## src/rtl/fade_pkg.sv

```systemverilog
package fade_pkg;

  // Step operation selected by the two-bit mode field
  typedef enum logic [1:0] {
    STEP_HOLD  = 2'b00,
    STEP_UP    = 2'b01,
    STEP_DOWN  = 2'b10,
    STEP_HOLD2 = 2'b11
  } step_mode_e;

  // Fixed position offsets of the window relative to the sync edges
  localparam int unsigned HOFS = 10;
  localparam int unsigned VOFS = 1;

endpackage

```

## src/rtl/fade_edge.sv

```systemverilog
module fade_edge (
  input  logic clk_i,
  input  logic rst_ni,
  input  logic sig_i,
  output logic rise_o
);

  logic sig_q;

  always_ff @(posedge clk_i or negedge rst_ni) begin
    if (!rst_ni) sig_q <= 1'b0;
    else         sig_q <= sig_i;
  end

  assign rise_o = sig_i & ~sig_q;

endmodule

```

## src/rtl/fade_span.sv

```systemverilog
// Range test: hit when start+OFS <= pos < start+OFS+len
module fade_span #(
  parameter int unsigned W   = 12,
  parameter int unsigned OFS = 10
) (
  input  logic [W-1:0] pos_i,
  input  logic [W-1:0] start_i,
  input  logic [W-1:0] len_i,
  output logic         hit_o
);

  localparam int unsigned EW = W + 2;

  logic [EW-1:0] lo, hi, pos_x;

  assign lo    = EW'(start_i) + EW'(OFS);
  assign hi    = lo + EW'(len_i);
  assign pos_x = EW'(pos_i);
  assign hit_o = (pos_x >= lo) && (pos_x < hi);

endmodule

```

## src/rtl/fade_raster.sv

```systemverilog
// Column/line counters and the frame-latched window, producing in_win
module fade_raster
  import fade_pkg::*;
#(
  parameter int unsigned HW = 12,
  parameter int unsigned VW = 11
) (
  input  logic          clk_i,
  input  logic          rst_ni,
  input  logic          hs_rise_i,
  input  logic          vs_rise_i,
  input  logic [HW-1:0] hstart_i,
  input  logic [HW-1:0] width_i,
  input  logic [VW-1:0] vstart_i,
  input  logic [VW-1:0] height_i,
  output logic          in_win_o
);

  localparam logic [HW-1:0] HMAX = '1;
  localparam logic [VW-1:0] VMAX = '1;

  logic [HW-1:0] hcnt_q, hcnt_d;
  logic [VW-1:0] vcnt_q, vcnt_d;
  logic [HW-1:0] hst_q, wid_q;
  logic [VW-1:0] vst_q, hgt_q;
  logic          win_ld;
  logic          h_hit, v_hit;

  // Next-state for the position counters
  always_comb begin
    hcnt_d = hcnt_q;
    if (hs_rise_i)           hcnt_d = HW'(1);
    else if (hcnt_q != HMAX) hcnt_d = hcnt_q + 1'b1;

    vcnt_d = vcnt_q;
    if (vs_rise_i)                           vcnt_d = '0;
    else if (hs_rise_i && (vcnt_q != VMAX))  vcnt_d = vcnt_q + 1'b1;
  end

  assign win_ld = vs_rise_i;

  always_ff @(posedge clk_i or negedge rst_ni) begin
    if (!rst_ni) begin
      hcnt_q <= '0;
      vcnt_q <= '0;
    end else begin
      hcnt_q <= hcnt_d;
      vcnt_q <= vcnt_d;
    end
  end

  // Window geometry, captured once per frame
  always_ff @(posedge clk_i or negedge rst_ni) begin
    if (!rst_ni) begin
      hst_q <= '0;
      wid_q <= '0;
      vst_q <= '0;
      hgt_q <= '0;
    end else if (win_ld) begin
      hst_q <= hstart_i;
      wid_q <= width_i;
      vst_q <= vstart_i;
      hgt_q <= height_i;
    end
  end

  fade_span #(.W(HW), .OFS(HOFS)) u_hspan (
    .pos_i   (hcnt_q),
    .start_i (hst_q),
    .len_i   (wid_q),
    .hit_o   (h_hit)
  );

  fade_span #(.W(VW), .OFS(VOFS)) u_vspan (
    .pos_i   (vcnt_q),
    .start_i (vst_q),
    .len_i   (hgt_q),
    .hit_o   (v_hit)
  );

  assign in_win_o = h_hit & v_hit;

endmodule

```

## src/rtl/fade_ramp.sv

```systemverilog
// Frame counter, running alpha with saturating steps, done flag
module fade_ramp
  import fade_pkg::*;
#(
  parameter int unsigned AW = 8,
  parameter int unsigned RW = 8
) (
  input  logic          clk_i,
  input  logic          rst_ni,
  input  logic          vs_rise_i,
  input  logic          start_i,
  input  logic          enable_i,
  input  step_mode_e    mode_i,
  input  logic [AW-1:0] init_i,
  input  logic [AW-1:0] coef_i,
  input  logic [RW-1:0] rate_i,
  output logic [AW-1:0] run_o,
  output logic          done_o,
  output logic          en_o
);

  localparam logic [AW-1:0] TOP = '1;
  localparam logic [AW-1:0] BOT = '0;

  logic [AW-1:0] run_q, run_d;
  logic [RW-1:0] cnt_q, cnt_d;
  logic          done_q, done_d;
  logic          en_q, en_d;
  logic          pend_q, pend_d;
  logic [AW:0]   sum, dif;
  logic [AW-1:0] up_val, dn_val;
  logic          frame_ld;
  logic          reload;

  assign sum    = {1'b0, run_q} + {1'b0, coef_i};
  assign dif    = {1'b0, run_q} - {1'b0, coef_i};
  assign up_val = sum[AW] ? TOP : sum[AW-1:0];
  assign dn_val = dif[AW] ? BOT : dif[AW-1:0];
  assign reload = pend_q | start_i;
  assign frame_ld = vs_rise_i;

  always_comb begin
    run_d  = run_q;
    cnt_d  = cnt_q;
    done_d = done_q;
    en_d   = enable_i;
    pend_d = vs_rise_i ? 1'b0 : reload;

    if (reload) begin
      run_d  = init_i;
      cnt_d  = '0;
      done_d = 1'b0;
    end else if (enable_i) begin
      if (cnt_q >= rate_i) begin
        cnt_d = '0;
        case (mode_i)
          STEP_UP: begin
            run_d  = up_val;
            done_d = done_q | (up_val == TOP);
          end
          STEP_DOWN: begin
            run_d  = dn_val;
            done_d = done_q | (dn_val == BOT);
          end
          default: begin
            run_d = run_q;
          end
        endcase
      end else begin
        cnt_d = cnt_q + 1'b1;
      end
    end
  end

  // Pending start flag updates every clock
  always_ff @(posedge clk_i or negedge rst_ni) begin
    if (!rst_ni) pend_q <= 1'b0;
    else         pend_q <= pend_d;
  end

  // Frame state updates only at the vsync rise
  always_ff @(posedge clk_i or negedge rst_ni) begin
    if (!rst_ni) begin
      run_q  <= TOP;
      cnt_q  <= '0;
      done_q <= 1'b0;
      en_q   <= 1'b0;
    end else if (frame_ld) begin
      run_q  <= run_d;
      cnt_q  <= cnt_d;
      done_q <= done_d;
      en_q   <= en_d;
    end
  end

  assign run_o  = run_q;
  assign done_o = done_q;
  assign en_o   = en_q;

endmodule

```

## src/rtl/fade_alpha_gen.sv

```systemverilog
module fade_alpha_gen
  import fade_pkg::*;
#(
  parameter int unsigned HW = 12,
  parameter int unsigned VW = 11,
  parameter int unsigned AW = 8,
  parameter int unsigned RW = 8
) (
  input  logic          clk_i,
  input  logic          rst_ni,
  input  logic          hsync_i,
  input  logic          vsync_i,
  input  logic          de_i,
  input  logic          fade_en_i,
  input  logic          fade_start_i,
  input  logic [1:0]    fade_mode_i,
  input  logic [AW-1:0] alpha_init_i,
  input  logic [AW-1:0] alpha_step_i,
  input  logic [RW-1:0] frame_rate_i,
  input  logic [HW-1:0] win_hstart_i,
  input  logic [HW-1:0] win_width_i,
  input  logic [VW-1:0] win_vstart_i,
  input  logic [VW-1:0] win_height_i,
  output logic [AW-1:0] alpha_o,
  output logic          done_o
);

  localparam int unsigned NSYNC  = 2;
  localparam logic [AW-1:0] OPAQUE = '1;

  logic [1:0]       rst_sync_q;
  logic             rst_n_sync;
  logic [NSYNC-1:0] sync_in, sync_rise;
  logic             hs_rise, vs_rise;
  logic             in_win;
  logic [AW-1:0]    run_alpha;
  logic             en_sh;
  logic [AW-1:0]    alpha_d, alpha_q;
  step_mode_e       mode;

  // Reset asserts at once, releases after two clock edges
  always_ff @(posedge clk_i or negedge rst_ni) begin
    if (!rst_ni) rst_sync_q <= '0;
    else         rst_sync_q <= {rst_sync_q[0], 1'b1};
  end
  assign rst_n_sync = rst_sync_q[1];

  assign sync_in = {vsync_i, hsync_i};

  for (genvar g = 0; g < NSYNC; g++) begin : g_edge
    fade_edge u_edge (
      .clk_i  (clk_i),
      .rst_ni (rst_n_sync),
      .sig_i  (sync_in[g]),
      .rise_o (sync_rise[g])
    );
  end

  assign hs_rise = sync_rise[0];
  assign vs_rise = sync_rise[1];
  assign mode    = step_mode_e'(fade_mode_i);

  fade_raster #(.HW(HW), .VW(VW)) u_raster (
    .clk_i     (clk_i),
    .rst_ni    (rst_n_sync),
    .hs_rise_i (hs_rise),
    .vs_rise_i (vs_rise),
    .hstart_i  (win_hstart_i),
    .width_i   (win_width_i),
    .vstart_i  (win_vstart_i),
    .height_i  (win_height_i),
    .in_win_o  (in_win)
  );

  fade_ramp #(.AW(AW), .RW(RW)) u_ramp (
    .clk_i     (clk_i),
    .rst_ni    (rst_n_sync),
    .vs_rise_i (vs_rise),
    .start_i   (fade_start_i),
    .enable_i  (fade_en_i),
    .mode_i    (mode),
    .init_i    (alpha_init_i),
    .coef_i    (alpha_step_i),
    .rate_i    (frame_rate_i),
    .run_o     (run_alpha),
    .done_o    (done_o),
    .en_o      (en_sh)
  );

  always_comb begin
    alpha_d = OPAQUE;
    if (en_sh && de_i && in_win) alpha_d = run_alpha;
  end

  always_ff @(posedge clk_i or negedge rst_n_sync) begin
    if (!rst_n_sync) alpha_q <= OPAQUE;
    else             alpha_q <= alpha_d;
  end

  assign alpha_o = alpha_q;

endmodule

```

## config.mk

```make
export PLATFORM = sky130hd
export DESIGN_NAME = fade_alpha_gen
export DESIGN_NICKNAME = d
export VERILOG_FILES = /design/src/rtl/fade_pkg.sv /design/src/rtl/fade_edge.sv /design/src/rtl/fade_span.sv /design/src/rtl/fade_raster.sv /design/src/rtl/fade_ramp.sv /design/src/rtl/fade_alpha_gen.sv
export SDC_FILE = /design/constraint.sdc
export NUM_CORES = 1
export LEC_CHECK = 0
export ABC_AREA = 0
export BUFFER_PORTS_ARGS = -buffer_cell sky130_fd_sc_hd__clkbuf_2
export CAP_MARGIN = 20
export CORE_ASPECT_RATIO = 2
export CORE_MARGIN = 5
export CORE_UTILIZATION = 50
export CTS_CLUSTER_SIZE = 12
export DETAILED_ROUTE_END_ITERATION = 8
export HOLD_SLACK_MARGIN = 0.03
export PLACE_DENSITY = 0.72
export SYNTH_ARGS = -nofsm -noshare
export SYNTH_HDL_FRONTEND = slang
export SYNTH_HIERARCHICAL = 1
export SYNTH_SLANG_ARGS = --single-unit
```

## constraint.sdc

```tcl
create_clock -name clk_i -period 3.83 [get_ports clk_i]
set_input_delay 0.1915 -clock clk_i [delete_from_list [all_inputs] [get_ports clk_i]]
set_output_delay 0.1915 -clock clk_i [all_outputs]
set_load 0.01 [all_outputs]
```

==> results.toml, run 1 <==
[finish]
area_delta_synth_final_pct = 15.9
final_util = 0.587
finalInstanceArea_um2 = 8980
layout_commonest_cell = "ha_1"
layout-drive-gt1-share = 0.253
diodes = 0
nNetsFinal = 1093
layout_common_cells = "ha_1, clkbuf_2, dfrtp_1"

[logic_synthesis]
yosysWarnings = 6
synth_area_um2 = 7750
yosysTopAreaCellShare = 0.271
synth-edff-count = 0
synth_area_leaders = "dfrtp_1, ha_1, mux2_2"
syn_nets = 991
ys_ff_latch = 100
synth_ff_type = "dfrtp_1"
synthCells = 805
ys_seq_area_frac = 0.326
ys_types = 78
yosys.area.top_type = "dfrtp_1"
avgSynthCellArea_um2 = 9.62
synth-async-reset-ratio = 1.00

[floorplan]
ios = 88
coreArea_um2 = 15300
dieArea_um2 = 18200
start_util = 0.507
rows = 64
die-width_um = 98.0
fp.dieH_um = 186

[routing]
drc = 0
vias_per_cell = 5.87
totalWireLength_um = 21000
post_drt_wl_per_cell_um = 18.9
vias = 6513
drtAntennaViolNets = 0
drt_iter0_markers = 236
drt_pass1_iterations = 7

[critical_path]
crit_arrival_ps = 3980
crit_path_frequent_cell = "ha_1"
crit_path_max_incr_delay_ps = 440
worstSetupPathType = "reg2reg"
reg2reg_to = "alpha_o[5]"
path_buf_inv = 0
end_kind = "flop"
cp_slowest_cell = "dfrtp_2"
cp_top_family = "simple AND/OR/NAND/NOR gates"
crit_cells = 17
rrSetupSlack_ps = 120
rr_worst_depth = 17
start_kind = "flop"
worstPathCellList = "ha_4, nand2_2, or2_4, xnor2_2, ha_1, nand4_1, a21oi_2, a2111oi_4, xor2_1, ha_1, and3_4, a22o_1, nor4_2, o21ai_1, a311oi_2, and2_4, nand4b_1"
cp_max_fo = 8
r2r_start = "u_raster/vst_q[0]"
required_ps = 4100

[pwr]
switchingPower_w = 0.00167
ir_worst_vdd_mv = 0.281
p_sw_frac = 0.397
p_leak_nw = 4.32
internal_power_w = 0.00254
power_frac_comb = 0.443
clkPwrFrac = 0.229
cellPowerDensity_nw_per_um2 = 470
seqPwrFrac = 0.328

[sta]
slew_headroom = 0.466
setup_ws_ps = 125
period_needed_ps = 3710
fin_skew_ps = 8.65
finalHoldViolations = 0
rsz0062_at_grt = "true"
finalCritPeriodShare = 0.967
setup_viol_count_final = 0
holdWs_ps = 48.2
drv_slew = 0
max_freq_ghz = 0.270
worstMarginPinSlew_ps = 801

[cts]
insertion_delay_ps = 360
cts_made_buffers = 9
htreeDepth = 3
clk_pin_slew_ps = 80
cts_tree = "built"
cts-root-buf = "clkbuf_16"
clk_path_buf_depth = 2
cts_sinks = 100

[global_routing]
grt_use_total = 0.232
grt_pass1_vias = 6783
grt_pass1_wl_um = 33200
overflow = 0
antenna_found_initial = 0
grt_max_degree = 62

[placed_design]
place.detailed.hpwl_um = 16800
portBuffers = 87
place_area_um2 = 8480
preCtsSetupSlack_ps = -70.9
gp_congestion = 0.941

[run_status]
status = "complete, no violations"

[job]
cap_violations = 0

[hold_path]
min_path_cells = 2
hold-path-endpoint = "u_raster/hgt_q[0]"
min_path_type = "in2reg"
hp-start = "win_height_i[0]"
-- flip-flops by register name (all words and copies together) (netlist names) --
signal / cells
u_ramp/pend_q: 1
rst_sync_q: 2
u_ramp/en_o: 1
u_raster/vst_q: 11
u_ramp/done_o: 1
g_edge.u_edge/sig_q: 2
u_ramp/cnt_q: 8
u_raster/hgt_q: 11
u_ramp/run_o: 8
u_raster/hst_q: 12
u_raster/vcnt_q: 11
alpha_o: 8
u_raster/hcnt_q: 12
u_raster/wid_q: 12
-- power by group through the flow --
stage	Combinational (W)	Clock [W]	Sequential, W
finish	0.00187	0.000965	0.00138
global route	0.00207	0.00103	0.00140
CTS	0.00179	0.000986	0.00138
detailed placement	0.00177	0	0.00140
global placement	0.00174	0	0.00139
floorplan	0.00130	0	0.00133
-- through the flow --
step	power, W	cells	setup TNS (ps)
2_1_floorplan	0.00264	805	0
3_3_place_gp	0.00312	1088	0
3_5_place_dp	0.00317	1088	-503
4_1_cts	0.00415	1107	0
5_1_grt	0.00451	1110	-740
6_report	0.00422	1110	0
-- worst max-delay path by stage --
| stage | start | to | slack [ps] |
|---|---|---|---|
| after floorplan | u_raster/vst_q[0] | alpha_o[0] | 320 |
| after global placement | u_raster/vst_q[0] | alpha_o[3] | 50 |
| after detailed placement | u_raster/vst_q[0] | alpha_o[7] | -70 |
| after CTS | u_raster/vst_q[0] | alpha_o[5] | 30 |
| after global routing | u_raster/vst_q[0] | alpha_o[5] | -130 |
| final | u_raster/vst_q[0] | alpha_o[5] | 120 |
-- metal layers --
metal,vias to the layer above,global-route usage,part of all wire
met1,3129,0.211,0.33
met3,61,0.0274,0.029
met5,-,0,0
met2,188,0.470,0.57
li1,3135,-,-
met4,0,0.145,0.064
-- kinds of logic after synthesis --
kind of cell             count (synthesis)  share of synthesized area
AO/OA/AOI/OAI                          194                      0.172
XOR/XNOR                                46                     0.0520
adder cells (fa/ha/maj)                107                      0.177
buffers and inverters                   79                     0.0402
flip-flops                             100                      0.326
multiplexers                            57                     0.0816
other                                    1                   0.000484
AND/OR/NAND/NOR                        221                      0.151
-- what timing repair did --
| action | in CTS | in global routing |
|---|---|---|
| buffers inserted | 0 | 3 |
| gates resized for setup | 2 | 31 |
| cloned | 0 | 0 |
| hold buffers | 3 | 0 |
| hold endpoints to repair | 4 | 0 |
| pin swaps | 1 | 6 |
| setup endpoints to repair | 8 | 8 |
-- cells in the mapped netlist (13+ instances only) --
library cell  instances
o21ai_0              31
nor3_1               17
ha_1                103
nor2_1               54
dfstp_2              16
o21ai_1              16
xor2_1               23
a21oi_1              41
inv_1                59
dfrtp_1              84
and3_1               13
nand2_1              40
nand3_1              17
xnor2_1              23
mux2_2               42
a21o_1               15
nand4_1              15
-- final cells by class --
class                           count  area (um2)
Inverter                           59         221
Clock buffer                       10         250
Timing Repair Buffer              111         623
Sequential cell                   100        2530
Fill cell                        1343        6310
Multi-Input combinational cell    626        5040
Tap cell                          198         248
Clock inverter                      6        62.6
No activity file was read; power rests on OpenSTA's default activity.
==> run 2, diff against run 1 <==
--- a/config.mk
+++ b/config.mk
@@ -7,7 +7,7 @@
 export LEC_CHECK = 0
 export ABC_AREA = 0
 export BUFFER_PORTS_ARGS = -buffer_cell sky130_fd_sc_hd__clkbuf_2
-export CAP_MARGIN = 20
+export CAP_MARGIN = 30
 export CORE_ASPECT_RATIO = 2
 export CORE_MARGIN = 5
 export CORE_UTILIZATION = 50
==> constraint.sdc (replaced) <==
create_clock -name clk_i -period 3.83 [get_ports clk_i]
set_input_delay 0.766 -clock clk_i [delete_from_list [all_inputs] [get_ports clk_i]]
set_output_delay 0.766 -clock clk_i [all_outputs]
set_load 0.01 [all_outputs]
==> run 2 against run 1 <==
Die area unchanged. Worst setup slack better by 29 ps. Count of clock-buffer cells in the layout down 1. Non-clock buffer count shrank 6. Combinational power decreased by 3%. Sequential share of layout area grew 0.24 points. Highest routed layer unchanged. Clock skew increased by 1.1 ps. Worst hold slack better by 130 ps. Power fell by 1.9%. Critical path type unchanged.
==> results.toml, run 2 (synthesis results as in run 1) <==
[run_status]
status = "complete, no violations"

[sta]
max_freq_ghz = 0.272
setup_ws_ps = 154
setup_viol_count_final = 0
period_needed_ps = 3680
rsz0062_at_grt = "true"
finalCritPeriodShare = 0.960
holdWs_ps = 181
drv_slew = 0
worstMarginPinSlew_ps = 785
slew_headroom = 0.477
finalHoldViolations = 0
fin_skew_ps = 9.78

[finish]
layout_commonest_cell = "ha_1"
top_regs = "u_raster/hcnt_q x12, u_raster/hst_q x12, u_raster/wid_q x12"
nNetsFinal = 1087
layout_common_cells = "ha_1, clkbuf_2, dfrtp_1"
diodes = 0
area_delta_synth_final_pct = 14.8
fillers = 1362
final_util = 0.581
layout-drive-gt1-share = 0.245

[routing]
drc = 0
drt_pass1_iterations = 5
drt_iter0_markers = 222
drtAntennaViolNets = 0
totalWireLength_um = 20000
vias_per_cell = 5.80
vias = 6404
post_drt_wl_per_cell_um = 18.1

[global_routing]
grt_use_total = 0.224
overflow = 0
antenna_found_initial = 0
grt_pass1_wl_um = 32200
grt_pass1_vias = 6623
grt_max_degree = 62

[placed_design]
portBuffers = 87
gp_congestion = 0.965
preCtsSetupSlack_ps = -29.5
place.detailed.hpwl_um = 16200

[cts]
insertion_delay_ps = 360
holdBufCountCts = 0
cts-root-buf = "clkbuf_16"
cts_tree = "built"
clk_path_buf_depth = 2
htreeDepth = 3
cts_made_buffers = 9
cts_sinks = 100
clk_pin_slew_ps = 80

[pwr]
p_leak_nw = 4.29
p_sw_frac = 0.398
power_frac_comb = 0.439
ir_worst_vdd_mv = 0.219
clkPwrFrac = 0.229
switchingPower_w = 0.00165
cellPowerDensity_nw_per_um2 = 465
internal_power_w = 0.00249
seqPwrFrac = 0.333

[critical_path]
start_kind = "flop"
startpoint = "u_raster/vst_q[0]"
required_ps = 4110
end_kind = "flop"
r2r_start = "u_raster/vst_q[0]"
cp_max_fo = 8
crit_arrival_ps = 3950
worstSetupPathType = "reg2reg"

[floorplan]
ios = 88
start_util = 0.507
coreArea_um2 = 15300
die-width_um = 98.0
dieArea_um2 = 18200
fp.dieH_um = 186
rows = 64

[hold_path]
min_path_type = "in2async"

[job]
cap_violations = 0
run 2: metal layers:
metal,up-vias,track usage,part of all wire,routed length [um]
met3,56,0.0345,0.035,696
met2,180,0.443,0.57,11400
met4,0,0.138,0.062,1230
met1,3044,0.210,0.33,6630
met5,-,0,0,0
li1,3124,-,-,-
run 2: critical path, stage by stage, from the launching register on:
cell and delay (ps):
dfrtp_1 400, ha_2 240, nand2_1 60, or2_4 240
xnor2_2 140, ha_1 320, nand2_1 90, nor2_2 50
a2111oi_4 360, xor2_1 190, ha_1 260, and3_4 180
a22o_1 210, nor4_2 160, o21ai_1 120, a311oi_2 240
and2_4 240, nand4b_1 120
run 2: path summary, 6_finish.rpt:
path                                          end  slack, ps  depth (start not counted)
worst min-delay path                rst_sync_q[1]        180                          1
worst max register to register         alpha_o[6]        150                         17
worst max-delay path                   alpha_o[6]        150                         17
worst min register to register      rst_sync_q[1]        370                          0
min in group clk_i                  rst_sync_q[1]        370                          0
max in group asynchronous       u_raster/hst_q[1]       2650                          1
run 2: area by class of cell:
class                   count  area, um2  area share
repair buffers            105        571      0.0642
clock inverters             7       93.8      0.0106
multi-input cells         626       5010       0.563
well taps                 198        248      0.0279
inverters                  59        221      0.0249
flip-flops and latches    100       2530       0.284
clock buffers               9        225      0.0253
run 2: per-stage QoR:
stage / area (um2) / TNS, ps / std cells / power, W
2_1_floorplan: 7750 / 0 / 805 / 0.00264
3_3_place_gp: 8470 / 0 / 1087 / 0.00310
3_5_place_dp: 8470 / -176 / 1087 / 0.00314
4_1_cts: 8800 / 0 / 1103 / 0.00411
5_1_grt: 8890 / -708 / 1104 / 0.00446
6_report: 8890 / 0 / 1104 / 0.00414
run 2: power by group through the flow:
| stage | combinational [W] | clock [W] | sequential, W |
|---|---|---|---|
| floorplan | 0.00130 | 0 | 0.00133 |
| global placement | 0.00172 | 0 | 0.00139 |
| detailed placement | 0.00175 | 0 | 0.00140 |
| CTS | 0.00176 | 0.000973 | 0.00138 |
| global route | 0.00203 | 0.00103 | 0.00140 |
| finish | 0.00182 | 0.000946 | 0.00138 |
run 2: repair_timing:
action / in CTS / in global routing
setup endpoints to repair: 8 / 8
gates resized for setup: 2 / 21
pin swaps: 0 / 2
buffers inserted: 0 / 1
==> run 3, diff against run 2 <==
--- a/config.mk
+++ b/config.mk
@@ -5,7 +5,7 @@
 export SDC_FILE = /design/constraint.sdc
 export NUM_CORES = 1
 export LEC_CHECK = 0
-export ABC_AREA = 0
+export ABC_AREA = 1
 export BUFFER_PORTS_ARGS = -buffer_cell sky130_fd_sc_hd__clkbuf_2
 export CAP_MARGIN = 30
 export CORE_ASPECT_RATIO = 2
@@ -14,7 +14,7 @@
 export CTS_CLUSTER_SIZE = 12
 export DETAILED_ROUTE_END_ITERATION = 8
 export HOLD_SLACK_MARGIN = 0.03
-export PLACE_DENSITY = 0.72
+export PLACE_DENSITY = 0.71
 export SYNTH_ARGS = -nofsm -noshare
 export SYNTH_HDL_FRONTEND = slang
 export SYNTH_HIERARCHICAL = 1
==> run 3 against run 2 <==
Combinational power decreased by 5%. Die area increased by 9.7%. Register-to-register slack improved by 200 ps. Global-route usage increased by 0.74 points. Clock skew increased by 5.3 ps. Critical path type unchanged. Critical endpoint is now alpha_o[7].
==> results.toml, run 3 <==
[critical_path]
crit_arrival_ps = 3720
start_kind = "flop"
worstSetupPathType = "reg2reg"
cp_max_fo = 8
end_kind = "flop"
required_ps = 4080

[logic_synthesis]
ys_types = 46
synth_common_cells = "nand2_1, inv_1, ha_1, dfrtp_1, nand3_1"
synth-edff-count = 0
synthCells = 1195
synth-async-reset-ratio = 1.00
synth_compound_area_frac = 0.0785
synth_area_leaders = "dfrtp_1, nand2_1, ha_1"
yosys.area_share.simple = 0.336
avgSynthCellArea_um2 = 7.16
synth_top_family_by_area = "simple AND/OR/NAND/NOR gates"
ys_seq_area_frac = 0.295
yosysTopAreaCellShare = 0.246
synth_fa_ha_area_frac = 0.160
syn_nets = 1381
synth_area_um2 = 8560
yosys.area.top_type = "dfrtp_1"
yosysMostFrequentCell = "nand2_1"
yosysWarnings = 6
synthXorXnorAreaFrac = 0.0389
ys_ff_latch = 100
synth_ff_type = "dfrtp_1"
synthMuxAreaShare = 0

[floorplan]
rows = 67
fp.dieH_um = 195
ios = 88
start_util = 0.508
coreArea_um2 = 16800
dieArea_um2 = 20000
die-width_um = 103

[sta]
setup_tns_ps = 0
worstMarginPinSlew_ps = 650
finalHoldViolations = 0
period_needed_ps = 3470
drv_slew = 0
setup_viol_count_final = 0
slew_headroom = 0.566
max_freq_ghz = 0.288
rsz0062_at_grt = "false"
fin_skew_ps = 15.1
finalCritPeriodShare = 0.907

[cts]
clk_pin_slew_ps = 80
cts_resized = 0
clk_path_buf_depth = 2
htreeDepth = 3
cts_made_buffers = 9
insertion_delay_ps = 350
holdBufCountCts = 0
cts_sinks = 100
cts-root-buf = "clkbuf_16"
post_cts_buffers = 0
cts_tree = "built"

[routing]
drt_iter0_markers = 305
totalWireLength_um = 22500
drc = 0
post_drt_wl_per_cell_um = 15.1
drtAntennaViolNets = 0
drt_pass1_iterations = 7
vias = 7840
vias_per_cell = 5.25

[global_routing]
grt_max_degree = 67
antenna_found_initial = 0
overflow = 0
grt_use_total = 0.232
grt_pass1_vias = 8079
grt_pass1_wl_um = 36600

[placed_design]
place.detailed.hpwl_um = 18700
portBuffers = 87
gp_congestion = 0.955

[finish]
layout_commonest_cell = "nand2_1"
fillers = 1682
layout-drive-gt1-share = 0.162
layout_common_cells = "nand2_1, inv_1, ha_1"
top_regs = "u_raster/hcnt_q x12, u_raster/hst_q x12, u_raster/wid_q x12"
area_delta_synth_final_pct = 11.2
final_util = 0.565
nNetsFinal = 1466
diodes = 0

[run_status]
status = "complete, no violations"

[pwr]
cellPowerDensity_nw_per_um2 = 419
ir_worst_vdd_mv = 0.264
p_leak_nw = 5.25

[hold_path]
min_path_type = "in2async"

[job]
cap_violations = 0
==> run 3: worst paths after layout <==
kind / start / endpoint / slack (ps) / cells past startpoint
hold reg to reg: rst_sync_q[1] / u_raster/wid_q[6] / 200 / 0
max in group asynchronous: rst_sync_q[1] / u_ramp/run_o[6] / 2960 / 1
setup / recovery: u_raster/hst_q[3] / alpha_o[7] / 360 / 23
setup reg to reg: u_raster/hst_q[3] / alpha_o[7] / 360 / 23
min in group clk_i: rst_sync_q[0] / rst_sync_q[1] / 360 / 0
hold / removal: rst_ni / rst_sync_q[1] / 180 / 1
==> run 3: worst max-delay path, stage by stage, from the launching register on <==
cell and delay [ps]:
dfrtp_1 440, inv_2 70, nand2_2 90, nand2_4 100, xor2_1 250, inv_1 100, ha_1 360, a21oi_1 270
nor2_1 70, nor2_1 110, nand3_2 100, a21oi_1 170, xor2_1 170, ha_1 260, nand2_1 90, inv_1 40
nand2_1 50, nand2_1 40, a21oi_1 110, nor2_1 60, nor2_1 80, nand2_1 80, inv_2 130, nand4_1 110
==> run 3: final cells by class <==
class | instances | area (um2) | area share
clock buffer | 9 | 225 | 0.0237
timing repair buffer | 92 | 493 | 0.0518
clock inverter | 7 | 67.6 | 0.00710
multi-input combinational | 897 | 5270 | 0.554
tap | 207 | 259 | 0.0272
inverter | 180 | 677 | 0.0711
sequential | 100 | 2530 | 0.265
==> run 3: where the power goes <==
group	leakage, nW	switching, W	internal, W
Sequential	1.24	0.000165	0.00119
Combinational	3.86	0.00109	0.000646
Clock	0.145	0.000445	0.000459
==> run 3: cells by family after synthesis <==
group / Yosys count
other: 1
AO/OA/AOI/OAI: 115
XOR/XNOR: 38
adder cells (fa/ha/maj): 107
flip-flops: 100
buffers and inverters: 198
AND/OR/NAND/NOR: 636
==> run 3: stage by stage <==
step | cells | setup slack (ps) | power (W) | area (um2) | hold slack (ps)
CTS | 1492 | 265 | 0.00401 | 9510 | 173
finish | 1492 | 357 | 0.00399 | 9520 | 182
detailed placement | 1476 | 270 | 0.00309 | 9220 | 204
global route | 1492 | 23.7 | 0.00431 | 9520 | 171
floorplan | 1195 | 635 | 0.00261 | 8560 | 331
global placement | 1475 | 345 | 0.00306 | 9190 | 339
==> run 3: metal layers <==
metal	up-vias	share of wire	GRT usage
li1	3966	-	-
met1	3596	0.33	0.207
met2	193	0.58	0.460
met3	85	0.026	0.0271
met4	0	0.066	0.144
met5	-	0	0
